[src/rtl/bch_enc_pkg.sv]
`timescale 1ns/1ps
package bch_enc_pkg;

    // Multiply two field elements in GF(2^m) modulo prim, shift-and-add form.
    function automatic int gf_mul(input int a, input int b, input int m, input int prim);
        int r;
        r = 0;
        for (int k = m - 1; k >= 0; k--) begin
            r = r << 1;
            if (((r >> m) & 1) != 0) r = r ^ prim;
            if (((b >> k) & 1) != 0) r = r ^ a;
        end
        return r;
    endfunction

    // alpha^e using square-and-multiply, alpha represented by x (value 2).
    function automatic int gf_pow(input int e, input int m, input int prim);
        int r;
        int base;
        r    = 1;
        base = 2;
        for (int k = 0; k < m; k++) begin
            if (((e >> k) & 1) != 0) r = gf_mul(r, base, m, prim);
            base = gf_mul(base, base, m, prim);
        end
        return r;
    endfunction

    function automatic logic [7:0] bitrev8(input logic [7:0] b);
        logic [7:0] r;
        for (int i = 0; i < 8; i++) r[i] = b[7 - i];
        return r;
    endfunction

endpackage

[src/rtl/bch_lfsr_byte.sv]
`timescale 1ns/1ps
module bch_lfsr_byte #(
    parameter int         P   = 104,
    parameter logic [P:0] GEN = '1
) (
    input  logic         clk,
    input  logic         rst_n,
    input  logic         in_valid,
    input  logic         in_start,
    input  logic [7:0]   in_data,
    output logic [P-1:0] rem_nx
);
    import bch_enc_pkg::*;

    typedef struct packed {
        logic [P-1:0] rem;
    } lfsr_t;

    lfsr_t st_d, st_q;

    // Eight serial division steps unrolled into one clock.
    always_comb begin
        logic [P-1:0] r;
        logic [7:0]   rv;
        logic         fb;
        rv = bitrev8(in_data);
        r  = in_start ? '0 : st_q.rem;
        for (int s = 0; s < 8; s++) begin
            fb = r[P-1] ^ rv[7-s];
            r  = {r[P-2:0], 1'b0} ^ (fb ? GEN[P-1:0] : '0);
        end
        rem_nx = r;
        st_d   = st_q;
        if (in_valid) st_d.rem = r;
    end

    always_ff @(posedge clk) begin
        if (!rst_n) st_q <= '0;
        else        st_q <= st_d;
    end

    AST_START_CLEARS: assert property (@(posedge clk) disable iff (!rst_n)
        (in_valid && in_start && in_data == 8'h00) |=> (st_q.rem == '0));
    AST_IDLE_HOLDS: assert property (@(posedge clk) disable iff (!rst_n)
        !in_valid |=> $stable(st_q.rem));

endmodule

[src/rtl/bch_par_ser.sv]
`timescale 1ns/1ps
module bch_par_ser #(
    parameter int P  = 104,
    parameter int NB = 13
) (
    input  logic         clk,
    input  logic         rst_n,
    input  logic         load,
    input  logic [P-1:0] rem_in,
    output logic         par_valid,
    output logic [7:0]   par_data,
    output logic         par_last
);
    import bch_enc_pkg::*;

    localparam int W   = NB * 8;
    localparam int PAD = W - P;
    localparam int CW  = (NB > 1) ? $clog2(NB) : 1;

    typedef struct packed {
        logic [W-1:0]  sh;
        logic [CW-1:0] idx;
        logic          act;
    } ser_t;

    ser_t st_d, st_q;
    logic [W-1:0] padded;

    generate
        if (PAD == 0) begin : g_nopad
            assign padded = rem_in;
        end else begin : g_pad
            assign padded = {rem_in, {PAD{1'b0}}};
        end
    endgenerate

    always_comb begin
        st_d = st_q;
        if (load) begin
            st_d.sh  = padded;
            st_d.idx = '0;
            st_d.act = 1'b1;
        end else if (st_q.act) begin
            if (st_q.idx == CW'(NB - 1)) begin
                st_d.act = 1'b0;
            end else begin
                st_d.idx = st_q.idx + 1'b1;
                st_d.sh  = st_q.sh << 8;
            end
        end
    end

    always_ff @(posedge clk) begin
        if (!rst_n) st_q <= '0;
        else        st_q <= st_d;
    end

    assign par_valid = st_q.act;
    assign par_data  = bitrev8(st_q.sh[W-1 -: 8]);
    assign par_last  = st_q.act && (st_q.idx == CW'(NB - 1));

    AST_LAST_INSIDE_FRAME: assert property (@(posedge clk) disable iff (!rst_n)
        par_last |-> par_valid);
    AST_FRAME_CONTIGUOUS: assert property (@(posedge clk) disable iff (!rst_n)
        (par_valid && !par_last) |=> par_valid);
    AST_DROP_AFTER_LAST: assert property (@(posedge clk) disable iff (!rst_n)
        (par_last && !load) |=> !par_valid);

endmodule

[src/rtl/bch_shortened_enc.sv]
`timescale 1ns/1ps
module bch_shortened_enc #(
    parameter int CHUNK_BYTES = 512,
    parameter int T           = 8,
    parameter int PRIM_POLY   = ($clog2(CHUNK_BYTES * 8 + 1) == 13) ? 'h201B :
                                ($clog2(CHUNK_BYTES * 8 + 1) == 14) ? 'h4443 : 0
) (
    input  logic       clk,
    input  logic       rst_n,
    input  logic       in_valid,
    input  logic       in_start,
    input  logic       in_last,
    input  logic [7:0] in_data,
    output logic       par_valid,
    output logic [7:0] par_data,
    output logic       par_last
);
    import bch_enc_pkg::*;

    localparam int M  = $clog2(CHUNK_BYTES * 8 + 1);
    localparam int P  = T * M;
    localparam int NB = (P + 7) / 8;
    localparam int NF = (1 << M) - 1;

    // Product of the minimal polynomials of alpha^1 .. alpha^(2T), one per coset.
    function automatic logic [P:0] gen_poly();
        logic [P:0]         g;
        logic [P:0]         acc;
        logic [16:0][15:0]  mp;
        int                 c;
        int                 root;
        bit                 lead;
        g    = '0;
        g[0] = 1'b1;
        for (int i = 1; i < 2 * T; i += 2) begin
            lead = 1'b1;
            c    = i;
            for (int j = 1; j < M; j++) begin
                c = (c * 2) % NF;
                if (c < i) lead = 1'b0;
            end
            if (lead) begin
                mp    = '0;
                mp[0] = 16'd1;
                c     = i;
                for (int j = 0; j < M; j++) begin
                    if (j == 0 || c != i) begin
                        root = gf_pow(c, M, PRIM_POLY);
                        for (int k = 16; k >= 1; k--)
                            mp[k] = mp[k-1] ^ 16'(gf_mul(int'(mp[k]), root, M, PRIM_POLY));
                        mp[0] = 16'(gf_mul(int'(mp[0]), root, M, PRIM_POLY));
                        c = (c * 2) % NF;
                    end
                end
                acc = '0;
                for (int k = 0; k <= 16; k++)
                    if (mp[k][0]) acc = acc ^ (g << k);
                g = acc;
            end
        end
        return g;
    endfunction

    localparam logic [P:0] GEN = gen_poly();

    logic [P-1:0] rem_nx;
    logic         load;

    assign load = in_valid && in_last;

    bch_lfsr_byte #(.P(P), .GEN(GEN)) u_lfsr (
        .clk      (clk),
        .rst_n    (rst_n),
        .in_valid (in_valid),
        .in_start (in_start),
        .in_data  (in_data),
        .rem_nx   (rem_nx)
    );

    bch_par_ser #(.P(P), .NB(NB)) u_ser (
        .clk       (clk),
        .rst_n     (rst_n),
        .load      (load),
        .rem_in    (rem_nx),
        .par_valid (par_valid),
        .par_data  (par_data),
        .par_last  (par_last)
    );

    AST_PAR_AFTER_LAST: assert property (@(posedge clk) disable iff (!rst_n)
        (in_valid && in_last) |=> par_valid);
    AST_RESTART_NOT_LAST: assert property (@(posedge clk) disable iff (!rst_n)
        (in_valid && in_last) |=> !par_last);

endmodule

[config.mk]
export PLATFORM = sky130hd
export DESIGN_NAME = bch_shortened_enc
export DESIGN_NICKNAME = d
export VERILOG_FILES = /design/src/rtl/bch_enc_pkg.sv /design/src/rtl/bch_lfsr_byte.sv /design/src/rtl/bch_par_ser.sv /design/src/rtl/bch_shortened_enc.sv
export SDC_FILE = /design/constraint.sdc
export NUM_CORES = 1
export LEC_CHECK = 0
export ABC_AREA = 1
export BUFFER_PORTS_ARGS = -buffer_cell sky130_fd_sc_hd__buf_2
export CORE_MARGIN = 2
export CORE_UTILIZATION = 60
export DETAILED_ROUTE_END_ITERATION = 7
export PLACE_DENSITY = 0.77
export SLEW_MARGIN = 30
export SYNTH_ARGS = -nofsm -noshare
export SYNTH_HDL_FRONTEND = slang
export SYNTH_SLANG_ARGS = --single-unit
[constraint.sdc]
create_clock -name clk -period 2.4 [get_ports clk]
set_input_delay 0.12 -clock clk [delete_from_list [all_inputs] [get_ports clk]]
set_output_delay 0.12 -clock clk [all_outputs]
set_load 0.02 [all_outputs]
; Yosys cells after proc, flatten, opt, wreduce, memory -nomap -nowiden
; Index checks and enable logic that the tools add are counted.
[totals]
reg_bits = 213
output_inout_bits = 10
elab_cells = 44
[classes]
n_addsub = 1
eq_ne = 2
mux = 13
bitwise = 18
n_reduce_logical = 6
[ops]
columns = operator, n
row1 = bitwise XOR 104 bit, 8
row2 = 2-to-1 mux 101 bit, 8
row3 = 2-to-1 mux 109 bit, 2
row4 = 2-to-1 mux 108 bit, 1
row5 = 2-to-1 mux 104 bit, 1
row6 = bitwise XOR 1 bit, 8
row7 = adder 4 x 1 -> 4 bit (second input constant), 1
row8 = equality test 4 bit (second input constant), 1
row9 = AND reduction 2 bit, 2
row10 = logical AND 1 bit, 2
row11 = != test 2 bit (second input constant), 1
row12 = NOT 1 bit, 2
row13 = nonzero test 2 bit, 1
row14 = OR reduction 2 bit, 1
row15 = 2-to-1 mux 1 bit, 1

; Logic depth before layout (Yosys ltp)
; Gate-level depths: netlist of the first run.
[depth]
word_depth = 26
depth_mapped = 19

; By module
; A second synthesis of the first run with hierarchy kept.
[hier_totals]
cells_unflattened = 2158
hier_area_um2 = 13551.7
[by_module_without_submodules]
columns = mod, n_inst, cells_per_inst, area_each_um2, seq_area_each_um2
row1 = bch_lfsr_byte, 1, 1224, 7940.1, 2082.0
row2 = bch_par_ser, 1, 932, 5604.1, 2182.1
row3 = bch_shortened_enc, 1, 2, 7.5, 0.0

; Least setup slack after synthesis of the first run
; Ideal clock, no wire load.
[synth_path]
path_kind = register -> register
startpoint = register u_ser.st_q[1] (netlist bit)
endpoint = register u_ser.st_q[10] (netlist bit)
setup_ns = 0.071
t_arrival_ns = 1.799
setup_slack_ns = 0.530
stages_incl_launch_ff = 11
path_cell_list = dfxtp_1 -> inv_1 -> ha_1 -> nand3_1 -> nand2_1 -> inv_2 -> nor2_1 -> buf_2 -> buf_1 -> nand2_1 -> a21oi_1
[synth_via]
elab_chain_cells = 3
[synth_rtl]
columns = element, line_no
row1 = start: declaration, bch_par_ser.sv:26  ; ser_t st_d, st_q;
row2 = start signal: assignment, bch_par_ser.sv:55  ; else st_q <= st_d;
row3 = equality test 4 bit, bch_par_ser.sv:44  ; if (st_q.idx == CW'(NB - 1)) begin
row4 = != test 2 bit (no line), --
row5 = AND reduction 2 bit (no line), --
; Every way passes these cells.
; A chain may end at the register's enable or synchronous reset.

; Worst setup path after layout of the first run
[layout_path]
startpoint = register u_lfsr.st_q[100] (netlist bit)
endpoint = register u_lfsr.st_q[13] (netlist bit)
[layout_via]
elab_chain_cells = 13
[layout_rtl]
columns = element, line_no
row1 = start: declaration, bch_lfsr_byte.sv:19  ; lfsr_t st_d, st_q;
row2 = start signal: assignment, bch_lfsr_byte.sv:39  ; else st_q <= st_d;
row3 = 2-to-1 mux 104 bit (*), bch_lfsr_byte.sv:27  ; r = in_start ? '0 : st_q.rem;
row4 = bitwise XOR 104 bit (*) (3 in a row), bch_lfsr_byte.sv:30  ; r = {r[P-2:0], 1'b0} ^ (fb ? GEN[P-1:0] : '0);
row5 = bitwise XOR 1 bit (*), bch_lfsr_byte.sv:29  ; fb = r[P-1] ^ rv[7-s];
row6 = 2-to-1 mux 101 bit (*), bch_lfsr_byte.sv:30
row7 = bitwise XOR 104 bit (*) (4 in a row), bch_lfsr_byte.sv:30
row8 = bitwise XOR 1 bit, bch_lfsr_byte.sv:29
row9 = 2-to-1 mux 101 bit, bch_lfsr_byte.sv:30
row10 = bitwise XOR 104 bit (*), bch_lfsr_byte.sv:30
; Every way passes the cells marked *; elsewhere a longest branch is shown, timed or not.

==> summary.md, run 1 <==
| Metric | Value |
|---|---|
| Hold WC Path Type | input port to register |
| Reg-to-reg critical path endpoint | u_lfsr.st_q[13] |
| FF-to-FF path depth | 14 |
| Port Buffers | 22 |
| Max-Cap Viols | 0 |
| # Post-CTS Setup Buffers | 0 |
| Netlist cell types | 46 |
| Via density | 5.59 |
| Count of clock tree sinks | 213 |
| H-tree levels | 1 |
| Slew @ Worst Pin | 0.921 ns |
| Cells on Worst Hold Path | 3 |
| Multi-input gate area | 0.00646 sq mm |
| Ys flop type | dfxtp_1 |
| Clock Path Buffers | 3 |
| Starting Density | 0.616 |
| Outcome | finished clean |
| GRT Total Usage | 0.327 |
| Root Driver | clkbuf_16 |
| Initial antenna violation count | 0 |
| Grt ovf | 0 |
| Hold path start | rst_n |
| Ant. Diodes | 0 |
| Yosys reg bits | 213 |
| Sequential share of the synthesized area | 0.352 |
| CP Class | register to register |
| Chip height | 146 um |
| Hpwl dp | 22800 um |
| Post-Route WL | 35400 um |
| Post-Syn Instances | 1737 |
| Clk pin slew, worst setup/hold paths | 0.07 ns |
| Total power | 12.4 mW |
| Count leader, synth | nand2_1 |
| Syn_nets | 1752 |
| Wire per inst | 17.6 um |
| Leakage power | 6.31 nW |
| First drt pass iteration count | 6 |
| Fillers | 1683 |
| Crit Path Max Fanout | 6 |
| Post-Synthesis Cell Area | 0.0121 sq mm |
| CORE AREA | 0.0197 sq mm |
| I/O pin count | 23 |
| Area contributors post-synth | dfxtp_1, nand2_1, xor2_1, inv_1, a21oi_1 |
| Final setup skew | 0.0145 ns |
| Crit path DAT | 2.69 ns |
| Syn Area/Cell | 6.97 sq um |
| Relative slew slack | 0.386 |
| # DRC | 0 |
| PD cells | 924 mW/mm^2 |
| Finish-stage setup viols | 0 |
| Initial DRC count | 1228 |
| Area fraction of the dominant cell type after synthesis | 0.352 |
| CP peak stage delay | 0.38 ns |
| Largest net degree at the start of global routing | 116 |
| Vias | 11300 |
| Commonest cells in the synthesized netlist | nand2_1, dfxtp_1, inv_1 |
| Nature of the critical path startpoint | register |
| CP most frequent cell | nand2_1 |
| Setup TNS | 0 ns |
| Reg-to-reg slack, setup | 0.12 ns |
| CP required | 2.81 ns |
| Synth area leader | dfxtp_1 |
| Final period utilization | 0.950 |
| Register Area | 0.00427 sq mm |
| F_max | 438 MHz |
| Synthesis-to-finish area growth | 10.7% |
| Final Hold Vio Count | 0 |
| Synthesis Warnings | 0 |
| Post-synth EDFFs | 0 |
| Post-DRT Antenna Nets | 0 |
| Slowest CP cell | dfxtp_1 |
| Crit path capture type | register |
| Nets | 1747 |
| Inserted Clock Buffers | 24 |
| RSZ-0062 raised after global routing | no |
| Die width | 146 um |
| WHS Endpoint | u_ser.st_q[32] |
| Layout cell share with drive strength beyond 1 | 0.109 |
| First-pass GRT wire length | 56000 um |
| Fin. max-slew vios | 0 |
| CTS tree | yes |
| Critical R2R Launch | u_lfsr.st_q[100] |
| VDD IR max | 0.600 mV |
| Vias in the first global route | 10300 |
| Row cnt | 51 |
| RePlAce Congestion | 0.966 |
| Die area | 0.0213 sq mm |
| Tmin final | 2.28 ns |
| Worst-path cell chain | nand2_1, nand2_1, nand2_2, inv_2, nand2_1, nand2_1, buf_4, xor2_1, xor2_1, nor2_1, nor2_1, nand2_1, nand2_1, inv_1 |
| Worst-skew pair later-pin latency | 0.52 ns |
| Ys async rst share | 0 |
-- kinds of logic (layout without fill, tap and decap cells) --
kind of cell | count (synthesis) | after routing | share of synthesized area
xor gates and xnor gates | 185 | 185 | 0.147
and+or+nand+nor | 688 | 688 | 0.241
adders and majority gates | 2 | 2 | 0.00207
DFF | 213 | 213 | 0.352
buffers and inverters | 335 | 347 | 0.115
AOI/OAI and AO/OA | 314 | 314 | 0.143
-- critical path, delay by kind of cell, from the launching register on --
kind | cells | cell delay (ns)
DFF | 1 | 0.38
and+or+nand+nor | 9 | 0.96
xor gates and xnor gates | 2 | 0.48
buffers and inverters | 3 | 0.35
-- through the flow --
| stage | util | hold WS (ns) | setup WS (ns) | std cells | cell area, sq um |
|---|---|---|---|---|---|
| after floorplan | - | 0.402 | 0.530 | 1737 | 12100 |
| after global placement | 0.637 | 0.425 | 0.113 | 1970 | 12500 |
| after detailed placement | 0.637 | 0.435 | 0.0735 | 1970 | 12500 |
| after CTS | 0.681 | 0.0522 | 0.151 | 2014 | 13400 |
| after global routing | 0.682 | 0.0706 | 0.00112 | 2014 | 13400 |
| final | 0.682 | 0.0701 | 0.119 | 2014 | 13400 |
-- worst max-delay path by stage --
| stage | from | depth (start not counted) | slack (ns) | endpoint |
|---|---|---|---|---|
| floorplan | u_ser.st_q[1] | 10 | 0.53 | u_ser.st_q[10] |
| global placement | in_start | 16 | 0.11 | u_lfsr.st_q[13] |
| detailed placement | in_start | 15 | 0.07 | u_lfsr.st_q[50] |
| CTS | u_lfsr.st_q[102] | 13 | 0.15 | u_ser.par_data[3] |
| global route | u_lfsr.st_q[101] | 13 | 0.001 | u_lfsr.st_q[69] |
| finish | u_lfsr.st_q[100] | 14 | 0.12 | u_lfsr.st_q[13] |
-- area by class of cell --
cell class                      count  area share
Timing Repair Buffer               83      0.0487
Clock inverter                     11      0.0118
Inverter                          221      0.0624
Sequential cell                   213       0.318
Clock buffer                       32      0.0516
Multi-Input combinational cell   1189       0.482
Tap cell                          265      0.0247
-- repair_timing --
| action | in CTS | in global routing |
|---|---|---|
| endpoints found under the hold margin | 2 | 0 |
| setup endpoints to repair | 0 | 7 |
| gates resized for setup | 0 | 4 |
| hold buffers | 1 | 0 |
-- metal layers --
| metal | track usage | vias to the layer above | wire, um |
|---|---|---|---|
| li1 | - | 5401 | - |
| met1 | 0.448 | 5158 | 14600 |
| met2 | 0.521 | 593 | 15800 |
| met3 | 0.0608 | 104 | 3700 |
| met4 | 0.114 | 0 | 1320 |
| met5 | 0 | - | 0 |
-- flip-flops by register name, indices dropped and copies added (netlist names) --
name / flops
u_ser.st_q: 100
u_ser.par_valid: 1
u_lfsr.st_q: 104
u_ser.par_data: 8
-- where the power goes --
part           internal [mW]  switching (mW)  total (mW)
Combinational           1.45            2.71        4.16
Sequential              4.02           0.242        4.26
Clock                   2.45            1.51        3.95
-- layout by cell type (no fill, tap or decap), types with 2 or more instances in the layout --
cell type	instances
nand3_1	90
xor2_2	5
buf_2	21
o21ai_1	11
a31oi_1	38
xor2_4	2
a21oi_1	134
xnor2_2	2
dfxtp_1	212
a211oi_1	2
o21ai_0	90
clkbuf_16	25
ha_1	2
nand2_2	20
nor2_1	126
o31ai_1	2
clkinv_2	7
a21o_1	2
xnor2_4	4
inv_2	10
xnor2_1	36
nand2_8	3
buf_12	6
xor2_1	136
o22ai_1	6
clkbuf_8	4
bufinv_16	4
inv_1	208
a2bb2oi_1	2
a22o_1	3
clkbuf_1	3
or2_1	2
buf_4	54
nand2_4	12
inv_4	2
o21a_1	2
o211ai_1	18
nand2_1	429
No activity file was read; power rests on OpenSTA's default activity.
==> inputs of run 2 (changes only) <==
- CORE_ASPECT_RATIO: not set -> 1.4
==> run 2 against run 1 <==
  * Via count is 1.0% higher
  * Combinational power rose by 3%
  * First-iteration DRC count is 2.3% lower
  * Cell count rose by 0.25%
  * Final area grew 0.10%
  * Setup slack better by 0.014 ns
  * Critical endpoint is now u_ser.par_data[3]
==> summary.md, run 2 (synthesized netlist as in run 1, its figures left out) <==
| Metric | Value |
|---|---|
| Outcome | finished clean (unchanged) |
| Nature of the critical path startpoint | register (unchanged) |
| Biggest register | u_lfsr.st_q (unchanged) |
| Chip height | 172 um (was 146 um) |
| Vias in the first global route | 10500 (was 10300) |
| Hold path start | rst_n (unchanged) |
| Slowest CP cell | dfxtp_1 (unchanged) |
| CTS tree | yes (unchanged) |
| Nets | 1766 (was 1747) |
| Sw Ratio | 0.370 (was 0.360) |
| Reg-to-reg critical path endpoint | u_ser.par_data[3] (was u_lfsr.st_q[13]) |
| Final period utilization | 0.944 (was 0.950) |
| FF-to-FF path depth | 12 (was 14) |
| Tmin final | 2.27 ns (was 2.28 ns) |
| Sequential group share of total power | 0.355 (was 0.344) |
| Initial antenna violation count | 0 (unchanged) |
| Worst-skew pair later-pin latency | 0.53 ns (was 0.52 ns) |
| Synthesis-to-finish area growth | 10.9% (was 10.7%) |
| Hpwl dp | 23200 um (was 22800 um) |
| CP required | 2.83 ns (was 2.81 ns) |
| I/O pin count | 23 (unchanged) |
| PD cells | 892 mW/mm^2 (was 924 mW/mm^2) |
| Reg-to-reg slack, setup | 0.13 ns (was 0.12 ns) |
| Leakage power | 6.35 nW (was 6.31 nW) |
| RePlAce Congestion | 0.935 (was 0.966) |
| Max-Cap Viols | 0 (unchanged) |
| Die area | 0.0213 sq mm (about the same) |
| GRT Total Usage | 0.337 (was 0.327) |
| Fin. max-slew vios | 0 (unchanged) |
| Count of clock tree sinks | 213 (unchanged) |
| Int Power | 7.54 mW (was 7.92 mW) |
| Max reg flops | 104 (unchanged) |
| Row cnt | 61 (was 51) |
| Cells on Worst Hold Path | 3 (unchanged) |
| Root Driver | clkbuf_16 (unchanged) |
| H-tree levels | 1 (unchanged) |
| Initial DRC count | 1200 (was 1228) |
| Ant. Diodes | 0 (unchanged) |
| Critical R2R Launch | u_lfsr.st_q[100] (unchanged) |
| Crit path capture type | register (unchanged) |
| First-pass GRT wire length | 55700 um (was 56000 um) |
| Clock Path Buffers | 3 (unchanged) |
| Final setup skew | 0.00988 ns (was 0.0145 ns) |
| Crit Path Max Fanout | 13 (was 6) |
| First drt pass iteration count | 8 (was 6) |
| Clk pin slew, worst setup/hold paths | 0.07 ns (about the same) |
| Slew @ Worst Pin | 0.744 ns (was 0.921 ns) |
| F_max | 441 MHz (was 438 MHz) |
| Sw power | 4.43 mW (was 4.46 mW) |
| Post-DRT Antenna Nets | 0 (unchanged) |
| Die width | 124 um (was 146 um) |
| Post-CTS Hold Buffers | 0 (was 1) |
| # DRC | 0 (unchanged) |
| Most common cell after layout, fill and taps aside | nand2_1 (unchanged) |
| Crit path DAT | 2.69 ns (about the same) |
| RSZ-0062 raised after global routing | no (unchanged) |
| Wire per inst | 17.6 um (about the same) |
| Port Buffers | 22 (unchanged) |
| CORE AREA | 0.0198 sq mm (was 0.0197 sq mm) |
| Largest net degree at the start of global routing | 120 (was 116) |
| Inserted Clock Buffers | 23 (was 24) |
| Grt ovf | 0 (unchanged) |
| CP Class | register to register (unchanged) |
| Gate power share | 0.360 (was 0.336) |
| Relative slew slack | 0.504 (was 0.386) |
| WHS Endpoint | u_ser.st_q[9] (was u_ser.st_q[32]) |
| CP peak stage delay | 0.38 ns (about the same) |
| CP most frequent cell | nand2_1 (unchanged) |
| # Post-CTS Setup Buffers | 0 (unchanged) |
| CP top delay family | simple AND/OR/NAND/NOR gates (unchanged) |
| Vias | 11400 (was 11300) |
| Via density | 5.63 (was 5.59) |
| CP bufs+invs | 2 (was 3) |
| Setup TNS | 0 ns (unchanged) |
| Commonest non-fill, non-tap cells in the layout | nand2_1, dfxtp_1, inv_1 (unchanged) |
| Final Hold Vio Count | 0 (unchanged) |
| Hold WC Path Type | input port to register (unchanged) |
| Finish-stage setup viols | 0 (unchanged) |
| Worst-path cell chain | nand3_1, nand2_2, nand2_1, nand2_1, nand2_4, nand2_8, buf_4, xor2_2, xor2_1, nand2_1, nand2_1, inv_1 (was nand2_1, nand2_1, nand2_2, inv_2, nand2_1, nand2_1, buf_4, xor2_1, xor2_1, nor2_1, nor2_1, nand2_1, nand2_1, inv_1) |
| Layout cell share with drive strength beyond 1 | 0.115 (was 0.109) |
| Post-Route WL | 35500 um (was 35400 um) |
| Total power | 12.0 mW (was 12.4 mW) |
| Starting Density | 0.610 (was 0.616) |
| Clk network pwr share | 0.285 (was 0.319) |
| VDD IR max | 0.721 mV (was 0.600 mV) |
## run 2: changes by cell type in the layout (fill, tap and decap cells not counted), moves of 2 or more
cell       previous run  this run
clkbuf_1              3         6
buf_4                54        72
buf_12                6         9
clkbuf_16            25        23
bufinv_16             4         0
## run 2: how the worst max path moves through the flow
stage	startpoint	endpoint	depth (start not counted)
6_report	u_lfsr.st_q[100]	u_ser.par_data[3]	12
5_1_grt	u_lfsr.st_q[100]	u_ser.st_q[72]	15
4_1_cts	u_lfsr.st_q[100]	u_ser.st_q[72]	13
3_5_place_dp	in_start	u_ser.st_q[72]	15
3_3_place_gp	in_start	u_ser.par_data[3]	15
2_1_floorplan	u_ser.st_q[1]	u_ser.st_q[10]	10
## run 2: cell type report
class,instances,area [sq um]
Clock inverter,7,41.3
Inverter,221,836
Sequential cell,213,4260
Fill cell,1732,6430
Tap cell,252,315
Timing Repair Buffer,103,837
Clock buffer,34,667
Multi-Input combinational cell,1189,6450
## run 2: what timing repair did
| action | 4_1_cts | 5_1_grt |
|---|---|---|
| endpoints found under the setup margin | 0 | 1 |
| resized for setup | 0 | 1 |
| hold endpoints to repair | 0 | 0 |
## run 2: worst register-to-register path, stage by stage (launching register included)
cell and delay, ns:
dfxtp_1 0.38, nand3_1 0.13, nand2_2 0.17, nand2_1 0.09, nand2_1 0.15, nand2_4 0.10, nand2_8 0.09, buf_4 0.28
xor2_2 0.23, xor2_1 0.34, nand2_1 0.11, nand2_1 0.07, inv_1 0.03
## run 2: metal layers
metal  GRT usage  part of all wire  up-vias
met1       0.430              0.39     5299
met2       0.558              0.48      504
met3      0.0439             0.084      115
met5           0                 0        -
li1            -                 -     5452
met4       0.170             0.049        0
## run 2: power by group through the flow
stage,Sequential [mW],Clock (mW),Combinational (mW)
floorplan,4.25,0,2.98
global placement,4.30,0,4.13
detailed placement,4.32,0,4.21
CTS,4.24,3.43,4.24
global route,4.30,3.58,4.69
finish,4.25,3.41,4.30
## run 2: metrics by stage
| step | instance area (sq um) | util | hold WS [ns] | std cells | setup WS (ns) |
|---|---|---|---|---|---|
| 6_report | 13400 | 0.676 | 0.0276 | 2019 | 0.133 |
| 5_1_grt | 13400 | 0.676 | 0.0602 | 2019 | 0.00775 |
| 4_1_cts | 13400 | 0.676 | 0.0282 | 2019 | 0.171 |
| 3_5_place_dp | 12700 | 0.640 | 0.457 | 1978 | 0.0968 |
| 3_3_place_gp | 12700 | 0.640 | 0.452 | 1978 | 0.125 |
| 2_1_floorplan | 12100 | - | 0.402 | 1737 | 0.530 |
